### src/rtl/gci_slot_pkg.sv
package gci_slot_pkg;
  // Half of a bit period: launch on the first data-clock cycle, sample on the second.
  typedef enum logic {
    PH_LAUNCH  = 1'b0,
    PH_CAPTURE = 1'b1
  } bit_phase_e;
endpackage

### src/rtl/gci_frame_timer.sv
module gci_frame_timer #(
  parameter int CYC_W = 10
) (
  input  logic             clk,
  input  logic             rst_n,
  input  logic             dcl_i,
  input  logic             fsc_i,
  output logic             fs_tick_o,
  output logic             step_o,
  output logic [CYC_W-1:0] cyc_o,
  output logic [CYC_W-1:0] meas_o
);
  localparam logic [CYC_W-1:0] CYC_MAX = '1;

  logic             dcl_q;
  logic             fsc_prev;
  logic             synced;
  logic             step_q;
  logic             tick;
  logic [CYC_W-1:0] cyc_q;
  logic [CYC_W-1:0] meas_q;

  assign tick      = dcl_i & ~dcl_q;
  assign fs_tick_o = tick & fsc_i & ~fsc_prev;
  assign step_o    = step_q;
  assign cyc_o     = cyc_q;
  assign meas_o    = meas_q;

  always_ff @(posedge clk or negedge rst_n) begin
    if (!rst_n) begin
      dcl_q    <= 1'b0;
      fsc_prev <= 1'b0;
      synced   <= 1'b0;
      step_q   <= 1'b0;
      cyc_q    <= '0;
      meas_q   <= '0;
    end else begin
      dcl_q  <= dcl_i;
      step_q <= tick;
      if (tick) begin
        fsc_prev <= fsc_i;
        if (fs_tick_o) begin
          cyc_q  <= '0;
          synced <= 1'b1;
          if (!synced)
            meas_q <= '0;
          else if (cyc_q == CYC_MAX)
            meas_q <= CYC_MAX;
          else
            meas_q <= cyc_q + CYC_W'(1);
        end else if (cyc_q != CYC_MAX) begin
          cyc_q <= cyc_q + CYC_W'(1);
        end
      end
    end
  end
endmodule

### src/rtl/gci_slot_window.sv
module gci_slot_window #(
  parameter int SEL_W     = 3,
  parameter int SLOT_BITS = 32,
  parameter int CYC_W     = 10,
  parameter int IDX_W     = 5
) (
  input  logic             clk,
  input  logic             rst_n,
  input  logic             sel_wr_i,
  input  logic [SEL_W-1:0] sel_i,
  input  logic             fs_tick_i,
  input  logic [CYC_W-1:0] cyc_i,
  input  logic [CYC_W-1:0] meas_i,
  output logic             invalid_o,
  output logic             in_win_o,
  output logic [IDX_W-1:0] idx_o
);
  localparam int NW = CYC_W + SEL_W + 1;

  logic [SEL_W-1:0] sel_q;
  logic [SEL_W-1:0] act_q;
  logic [NW-1:0]    lo;
  logic [NW-1:0]    hi;
  logic [NW-1:0]    bits_in_frame;
  logic [NW-1:0]    bit_pos;
  logic [NW-1:0]    offs;

  always_ff @(posedge clk or negedge rst_n) begin
    if (!rst_n) begin
      sel_q <= '0;
      act_q <= '0;
    end else begin
      if (sel_wr_i)
        sel_q <= sel_i;
      if (fs_tick_i)
        act_q <= sel_q;
    end
  end

  always_comb begin
    lo            = NW'(act_q) * NW'(SLOT_BITS);
    hi            = lo + NW'(SLOT_BITS);
    bits_in_frame = NW'(meas_i >> 1);
    bit_pos       = NW'(cyc_i >> 1);
    offs          = bit_pos - lo;
    invalid_o     = (hi > bits_in_frame);
    in_win_o      = !invalid_o && (bit_pos >= lo) && (bit_pos < hi);
    idx_o         = offs[IDX_W-1:0];
  end
endmodule

### src/rtl/gci_slot_shifter.sv
module gci_slot_shifter
  import gci_slot_pkg::*;
#(
  parameter int SLOT_BITS = 32,
  parameter int IDX_W     = 5
) (
  input  logic                 clk,
  input  logic                 rst_n,
  input  logic                 fs_tick_i,
  input  logic                 step_i,
  input  bit_phase_e           phase_i,
  input  logic                 in_win_i,
  input  logic [IDX_W-1:0]     idx_i,
  input  logic [SLOT_BITS-1:0] tx_word_i,
  input  logic                 din_i,
  output logic                 bus_oe_o,
  output logic                 bus_data_o,
  output logic                 rx_valid_o,
  output logic [SLOT_BITS-1:0] rx_data_o
);
  localparam logic [IDX_W-1:0] LAST_IDX = IDX_W'(SLOT_BITS - 1);

  logic [SLOT_BITS-1:0] tx_lat;
  logic [SLOT_BITS-1:0] rx_sh;
  logic [SLOT_BITS-1:0] rx_next;

  assign rx_next = {rx_sh[SLOT_BITS-2:0], din_i};

  always_ff @(posedge clk or negedge rst_n) begin
    if (!rst_n) begin
      tx_lat     <= '0;
      rx_sh      <= '0;
      rx_data_o  <= '0;
      rx_valid_o <= 1'b0;
      bus_oe_o   <= 1'b0;
      bus_data_o <= 1'b1;
    end else begin
      rx_valid_o <= 1'b0;
      if (fs_tick_i)
        tx_lat <= tx_word_i;
      if (step_i) begin
        if (phase_i == PH_LAUNCH) begin
          bus_oe_o   <= in_win_i;
          bus_data_o <= in_win_i ? tx_lat[LAST_IDX - idx_i] : 1'b1;
        end else if (in_win_i) begin
          rx_sh <= rx_next;
          if (idx_i == LAST_IDX) begin
            rx_data_o  <= rx_next;
            rx_valid_o <= 1'b1;
          end
        end
      end
    end
  end
endmodule

### src/rtl/gci_slot_port.sv
module gci_slot_port
  import gci_slot_pkg::*;
#(
  parameter int NUM_SLOTS     = 8,
  parameter int SLOT_BITS     = 32,
  parameter int MAX_FRAME_CYC = 512
) (
  input  logic                         clk,
  input  logic                         rst_n,
  input  logic                         dcl_i,
  input  logic                         fsc_i,
  input  logic                         din_i,
  input  logic                         sel_wr_i,
  input  logic [$clog2(NUM_SLOTS)-1:0] sel_i,
  input  logic [SLOT_BITS-1:0]         tx_word_i,
  output logic                         bus_oe_o,
  output logic                         bus_data_o,
  output logic                         rx_valid_o,
  output logic [SLOT_BITS-1:0]         rx_data_o,
  output logic                         slot_invalid_o
);
  localparam int SEL_W = $clog2(NUM_SLOTS);
  localparam int IDX_W = $clog2(SLOT_BITS);
  localparam int CYC_W = $clog2(MAX_FRAME_CYC + 1);

  logic             fs_tick;
  logic             step;
  logic [CYC_W-1:0] cyc;
  logic [CYC_W-1:0] meas;
  logic             in_win;
  logic [IDX_W-1:0] idx;
  bit_phase_e       phase;

  assign phase = bit_phase_e'(cyc[0]);

  gci_frame_timer #(.CYC_W(CYC_W)) u_timer (
    .clk      (clk),
    .rst_n    (rst_n),
    .dcl_i    (dcl_i),
    .fsc_i    (fsc_i),
    .fs_tick_o(fs_tick),
    .step_o   (step),
    .cyc_o    (cyc),
    .meas_o   (meas)
  );

  gci_slot_window #(
    .SEL_W    (SEL_W),
    .SLOT_BITS(SLOT_BITS),
    .CYC_W    (CYC_W),
    .IDX_W    (IDX_W)
  ) u_window (
    .clk      (clk),
    .rst_n    (rst_n),
    .sel_wr_i (sel_wr_i),
    .sel_i    (sel_i),
    .fs_tick_i(fs_tick),
    .cyc_i    (cyc),
    .meas_i   (meas),
    .invalid_o(slot_invalid_o),
    .in_win_o (in_win),
    .idx_o    (idx)
  );

  gci_slot_shifter #(
    .SLOT_BITS(SLOT_BITS),
    .IDX_W    (IDX_W)
  ) u_shifter (
    .clk       (clk),
    .rst_n     (rst_n),
    .fs_tick_i (fs_tick),
    .step_i    (step),
    .phase_i   (phase),
    .in_win_i  (in_win),
    .idx_i     (idx),
    .tx_word_i (tx_word_i),
    .din_i     (din_i),
    .bus_oe_o  (bus_oe_o),
    .bus_data_o(bus_data_o),
    .rx_valid_o(rx_valid_o),
    .rx_data_o (rx_data_o)
  );
endmodule

### config.mk
export PLATFORM = sky130hd
export DESIGN_NAME = gci_slot_port
export DESIGN_NICKNAME = d
export VERILOG_FILES = /design/src/rtl/gci_slot_pkg.sv /design/src/rtl/gci_frame_timer.sv /design/src/rtl/gci_slot_window.sv /design/src/rtl/gci_slot_shifter.sv /design/src/rtl/gci_slot_port.sv
export SDC_FILE = /design/constraint.sdc
export NUM_CORES = 1
export LEC_CHECK = 0
export BUFFER_PORTS_ARGS = -buffer_cell sky130_fd_sc_hd__clkbuf_2
export CAP_MARGIN = 20
export CORE_MARGIN = 3
export CORE_UTILIZATION = 29
export CTS_BUF_LIST = sky130_fd_sc_hd__clkbuf_4 sky130_fd_sc_hd__clkbuf_8
export DETAILED_ROUTE_END_ITERATION = 12
export PLACE_DENSITY = 0.58
export SETUP_SLACK_MARGIN = 0.2
export SYNTH_ARGS = -nofsm -noshare
export SYNTH_HDL_FRONTEND = slang
export SYNTH_SLANG_ARGS = --single-unit
### constraint.sdc
create_clock -name clk -period 2.9 [get_ports clk]
set_input_delay 0.58 -clock clk [delete_from_list [all_inputs] [get_ports clk]]
set_output_delay 0.58 -clock clk [all_outputs]
set_load 0.02 [all_outputs]
# After elaboration in Yosys (flattened, before gate mapping)
# Index checks and enable logic that the tools add are counted.
dict set report word_totals {
  reg_bits 128
  input_bits 41
  output_inout_bits 36
  word_cells 51
}
dict set report op_classes {
  n_addsub 4
  n_lt_le_gt_ge 4
  eq_ne 3
  muxes 11
  bitwise 6
  n_reduce_logical 9
}
# op count
set ops {}
lappend ops {{2-to-1 mux 10 bit} 4}
lappend ops {{greater-than comparator 14 x 9 -> 1 bit} 1}
lappend ops {{adder 10 x 1 -> 10 bit (second input constant)} 1}
lappend ops {{equality test 10 bit (second input constant)} 1}
lappend ops {{!= test 10 bit (second input constant)} 1}
lappend ops {{adder 8 x 6 -> 9 bit (second input constant)} 1}
lappend ops {{greater-or-equal comparator 9 x 8 -> 1 bit} 1}
lappend ops {{< comparator 9 bit} 1}
lappend ops {{< comparator 5 x 6 -> 1 bit (second input constant)} 1}
lappend ops {{2-to-1 mux 1 bit} 6}
lappend ops {{AND reduction 2 bit} 3}
lappend ops {{binary-select mux 1 bit (select 5 bit)} 1}
lappend ops {{equality test 5 bit (second input constant)} 1}
lappend ops {{subtractor 5 x 1 -> 5 bit (second input constant)} 1}
lappend ops {{subtractor 5 bit (first input constant)} 1}
lappend ops {{AND reduction 4 bit} 1}
lappend ops {{bitwise AND 1 bit} 3}
lappend ops {{NOT 1 bit} 3}
lappend ops {{AND reduction 3 bit} 1}
lappend ops {{logical AND 1 bit} 2}
lappend ops {{nonzero test 2 bit} 1}
lappend ops {{logical NOT 1 bit} 1}

# Depth between registers and ports, before layout
dict set report logic_depth {
  ltp_word 8
  mapped_depth 9
  mapped_depth_nobuf 8
}

# Cells and area by module
# Synthesis repeated with hierarchy kept, for this count alone.
dict set report unflattened {
  hier_cells 428
  hier_area_um2 5744.3
}
# module instances cells_each area_per_inst_um2 seq_area_each_um2
set modules_own_cells {}
lappend modules_own_cells {gci_slot_shifter 1 241 3946.3 2453.6}
lappend modules_own_cells {gci_frame_timer 1 126 1197.4 600.6}
lappend modules_own_cells {gci_slot_window 1 61 600.6 150.1}

# Least setup slack after synthesis
# OpenSTA, ideal clock, no wires.
dict set report synth_timing {
  kind {register -> register}
  start {reg u_window.act_q[0]}
  end {reg u_shifter.rx_data_o[12]}
  setup_time_ns 0.125
  arrival_ns 2.479
  t_required_ns 2.775
  setup_slack_ns 0.296
  stages_incl_launch_ff 9
  path_buffers 1
  synth_period_minus_slack_ns 2.604
  path_cell_list {dfrtp_1 -> ha_1 -> ha_1 -> and3b_1 -> a311oi_1 -> a2bb2oi_2 -> nor4_4 -> buf_6 -> mux2_2}
}
dict set report synth_between {
  elab_chain_len 6
  word_cells_on_any_way 8
  cone_classes {add/sub (1); order compare (3); reduce/logical (4)}
}
# item line_no
set synth_rtl {}
lappend synth_rtl {{start: declaration} gci_slot_window.sv:21} ;# logic [SEL_W-1:0] act_q;
lappend synth_rtl {{start signal: assignment} gci_slot_window.sv:36} ;# act_q <= sel_q;
lappend synth_rtl {{adder 8 x 6 -> 9 bit} gci_slot_window.sv:42} ;# hi = lo + NW'(SLOT_BITS);
lappend synth_rtl {{greater-than comparator 14 x 9 -> 1 bit} gci_slot_window.sv:46} ;# invalid_o = (hi > bits_in_frame);
lappend synth_rtl {{net slot_invalid_o} gci_slot_port.sv:20} ;# output logic slot_invalid_o
lappend synth_rtl {{logical NOT 1 bit} gci_slot_window.sv:47} ;# in_win_o = !invalid_o && (bit_pos >= lo) && (bit_pos < hi);
lappend synth_rtl {{logical AND 1 bit (2 in a row)} gci_slot_window.sv:47}
lappend synth_rtl {{AND reduction 4 bit (no source line)} n/a}
lappend synth_rtl {{end signal: assignment} gci_slot_shifter.sv:48} ;# rx_data_o <= rx_next;
lappend synth_rtl {{end: declaration} gci_slot_shifter.sv:19} ;# output logic [SLOT_BITS-1:0] rx_data_o
# The timed path passes the listed nets, and every way through them passes these cells.
# A chain may end at the register's enable or synchronous reset.

# Worst setup path in the final report
dict set report layout_timing {
  start {reg u_window.act_q[1]}
  end {out slot_invalid_o}
}
dict set report layout_between {
  elab_chain_len 2
}
# item line_no
set layout_rtl {}
lappend layout_rtl {{adder 8 x 6 -> 9 bit} gci_slot_window.sv:42}
lappend layout_rtl {{greater-than comparator 14 x 9 -> 1 bit} gci_slot_window.sv:46}
lappend layout_rtl {{end: declaration} gci_slot_port.sv:20}
# No other way between the ends.

==> results.md <==
- Outcome: finished clean
- Root Driver: clkbuf_8
- Sequential share of the synthesized area: 56.0%
- Reg2reg end: u_shifter.rx_data_o[20]
- Hpwl dp: 8.41 mm
- Largest net degree at the start of global routing: 49
- CP peak stage delay: 0.41 ns
- Post-synth top cells: 126 x dfrtp_1, 119 x nand2_1, 64 x mux2_2
- CTS sink cnt: 127
- Die Y: 146 um
- I/O Pins: 77
- Global-route wire length before repair: 20.8 mm
- Initial core utilization: 29.9%
- Post-synthesis net count: 543
- Die area: 0.0213 mm^2
- Asr flop ratio synth: 100%
- GR Overflow Total: 0
- Crit Path Category: reg2out
- Setup WS pre-CTS: 0.187 ns
- Post-synth top flop: dfrtp_1
- WHS: 0.104 ns
- Iter 0 DRT Violations: 176
- Crit Path Max Fanout: 3
- Worst reg2reg path depth: 10
- Yosys top cell by area: dfrtp_1
- Clock tree buffer depth: 2
- Slew @ Worst Pin: 0.537 ns
- Fmax: 0.373 GHz
- Layout net count: 638
- TritonCTS Buffers: 17
- Yosys reg bits: 127
- Worst VDD drop: 0.322 mV
- Worst skew pair latency: 0.45 ns
- WP buf/inv: 1
- ANT nets after route: 0
- Post-Syn Area: 0.00568 mm^2
- Synth unique cells: 48
- CTS tree: built
- Most common cell in the netlist: dfrtp_1
- Die width: 146 um
- P_leak: 0.00354 uW
- Synthesis-to-layout area growth: 27.1%
- R2R setup slack: 0.23 ns
- Slowest CP cell: dfrtp_1
- Share of Yosys cell area claimed by the top area cell type: 55.6%
- CP delay by family, top: adder cells
- GP Congestion: 0.820
- Number of synthesized flops with an enable pin: 0
- Clock Pin Slew Worst Setup and Hold Paths: 0.08 ns
- Antenna Cells: 0
- Drt drc: 0
- RSZ-0062 raised after global routing: yes
- Pwr Density: 670 mW/mm^2
- Synthesis Warnings: 0
- CP endpoint: slot_invalid_o
- Power Total: 4830 uW
- Slew margin rel.: 64.2%
- Synth area leaders: dfrtp_1 56%, mux2_2 13%, nand2_1 7.9%
- Synthesized area per cell: 11.6 um^2
- CTS Hold Bufs: 0
- # rows: 50
- Slew Limit Fails: 0
- Max-Cap Viols: 0
- Via count: 3917
- Drt total wl: 13.2 mm
- Post-layout min period: 2.68 ns
- Vias per cell: 4.56
- FF-to-FF Start: u_window.act_q[1]
- Setup ws final: 0.221 ns
- Mapped Cells: 491
- Vias in the first global route: 4028
- Stages on worst setup path: 6
- Hold Vio Cnt, Final: 0
- Layout cells sized above 1: 35.9%
- Wire length per cell: 15.3 um
- Critical Path RT: 2.32 ns
- Clk_skew: 0.0134 ns
- Total GRT Usage: 12.1%
- PortBufs: 76
- Core Region: 0.0190 mm^2
- Fillcell total: 1833
- Final period utilization: 92.4%
- CP endpoint kind: output port
- Antenna violations before repair: 0
- Storage cell area: 0.00318 mm^2
- Drt pass-1 iters: 4
- CP Cell Sequence: ha_1 -> ha_2 -> and3b_1 -> a311oi_2 -> a2bb2oi_2 -> clkbuf_8
- Worst EP arrival: 2.10 ns
- TNS Setup: 0 ns
- Worst setup SP type: flip-flop
- CTS HTree Levels: 4
- Crit path launch: u_window.act_q[1]
- Final Setup Violations: 0
- Multi-input gate area: 0.00253 mm^2
- Min-delay worst type: in2async
==> power breakdown <==
part	internal [uW]	switching (uW)
sequential	1970	157
clock	789	791
combinational	537	596
==> stage by stage <==
step / instances / area, um^2 / utilization, %
global placement: 813 / 6370 / 33.6
global route: 859 / 7220 / 38.1
floorplan: 491 / 5680 / -
CTS: 848 / 6830 / 36.0
finish: 859 / 7220 / 38.1
detailed placement: 813 / 6370 / 33.6
==> worst min path at each step <==
| stage | slack, ns | cells after the start | startpoint | end |
|---|---|---|---|---|
| global route | 0.11 | 1 | rst_n | u_shifter.rx_sh[25] |
| global placement | 0.46 | 2 | u_shifter.tx_lat[15] | u_shifter.tx_lat[15] |
| detailed placement | 0.46 | 2 | u_shifter.tx_lat[10] | u_shifter.tx_lat[10] |
| floorplan | 0.28 | 0 | rst_n | u_shifter.bus_oe_o |
| CTS | 0.09 | 1 | rst_n | u_timer.cyc_o[6] |
| finish | 0.10 | 1 | rst_n | u_shifter.rx_sh[24] |
==> layout by cell type (no fill, tap or decap), drive strengths merged, types with 2 or more instances in the layout <==
cell | Yosys | layout
a21oi | 3 | 3
or4b | 2 | 2
and2 | 5 | 5
clkinvlp | 0 | 4
mux2 | 67 | 67
nand3b | 3 | 3
nor2 | 15 | 15
and3b | 2 | 2
bufinv | 0 | 2
nor3 | 2 | 2
xnor2 | 6 | 6
nand4 | 5 | 5
o21ai | 16 | 16
ha | 11 | 11
o2111ai | 2 | 2
buf | 11 | 22
xor2 | 10 | 10
nor2b | 4 | 4
a22oi | 6 | 6
nand2b | 4 | 4
and3 | 3 | 3
dfrtp | 126 | 126
nand3 | 9 | 9
nor4 | 2 | 2
o211ai | 2 | 2
mux2i | 17 | 17
nand2 | 119 | 119
clkbuf | 14 | 96
inv | 11 | 20
==> flip-flops by register name, indices dropped and copies added (netlist names) <==
register	flops
u_shifter.tx_lat	32
u_timer.step_o	1
u_timer.meas_o	9
u_timer.cyc_o	10
u_timer.dcl_q	1
u_window.sel_q	3
u_shifter.rx_valid_o	1
u_timer.synced	1
u_timer.fsc_prev	1
u_shifter.rx_sh	31
u_window.act_q	3
u_shifter.bus_data_o	1
u_shifter.bus_oe_o	1
u_shifter.rx_data_o	32
==> cell families (layout without fill, tap and decap cells) <==
group                      Yosys count  in the layout  share of synthesized area, %
and+or+nand+nor                    179            179                          14.9
DFF                                127            127                          56.0
muxes                               84             84                          16.3
AOI/OAI and AO/OA                   37             37                          4.32
buffers and inverters               36            144                          3.22
xor gates and xnor gates            17             17                          2.87
adders and majority gates           11             11                          2.43
==> layout make-up <==
type / count / area share [%]
inverter: 11 / 0.607
timing repair buffer: 101 / 10.1
tap: 260 / 4.51
multi-input combinational: 328 / 35.1
clock buffer: 17 / 3.24
sequential: 127 / 44.1
clock inverter: 15 / 2.38
==> repair_timing <==
| action | 4_1_cts | 5_1_grt |
|---|---|---|
| endpoints found under the setup margin | 64 | 64 |
| cloned | 0 | 6 |
| pin swaps | 2 | 8 |
| resized for setup | 4 | 62 |
| buffers inserted | 3 | 5 |
==> worst register-to-register path, delay by kind of cell (launching register included) <==
family	cells	cell delay, ns
fa+ha+maj	2	0.51
buf+inv	3	0.51
simple gates	2	0.43
flops	1	0.41
mux	1	0.31
compound gates	2	0.39
==> per-layer routing <==
metal / up-vias / wire length, um / track usage, %
met4: 0 / 306 / 5.79
met5: - / 0 / 0
met1: 1961 / 6090 / 15.9
met3: 21 / 508 / 3.92
li1: 1860 / - / -
met2: 75 / 6270 / 18.1
Note: power is estimated with default switching activity, not from simulation.
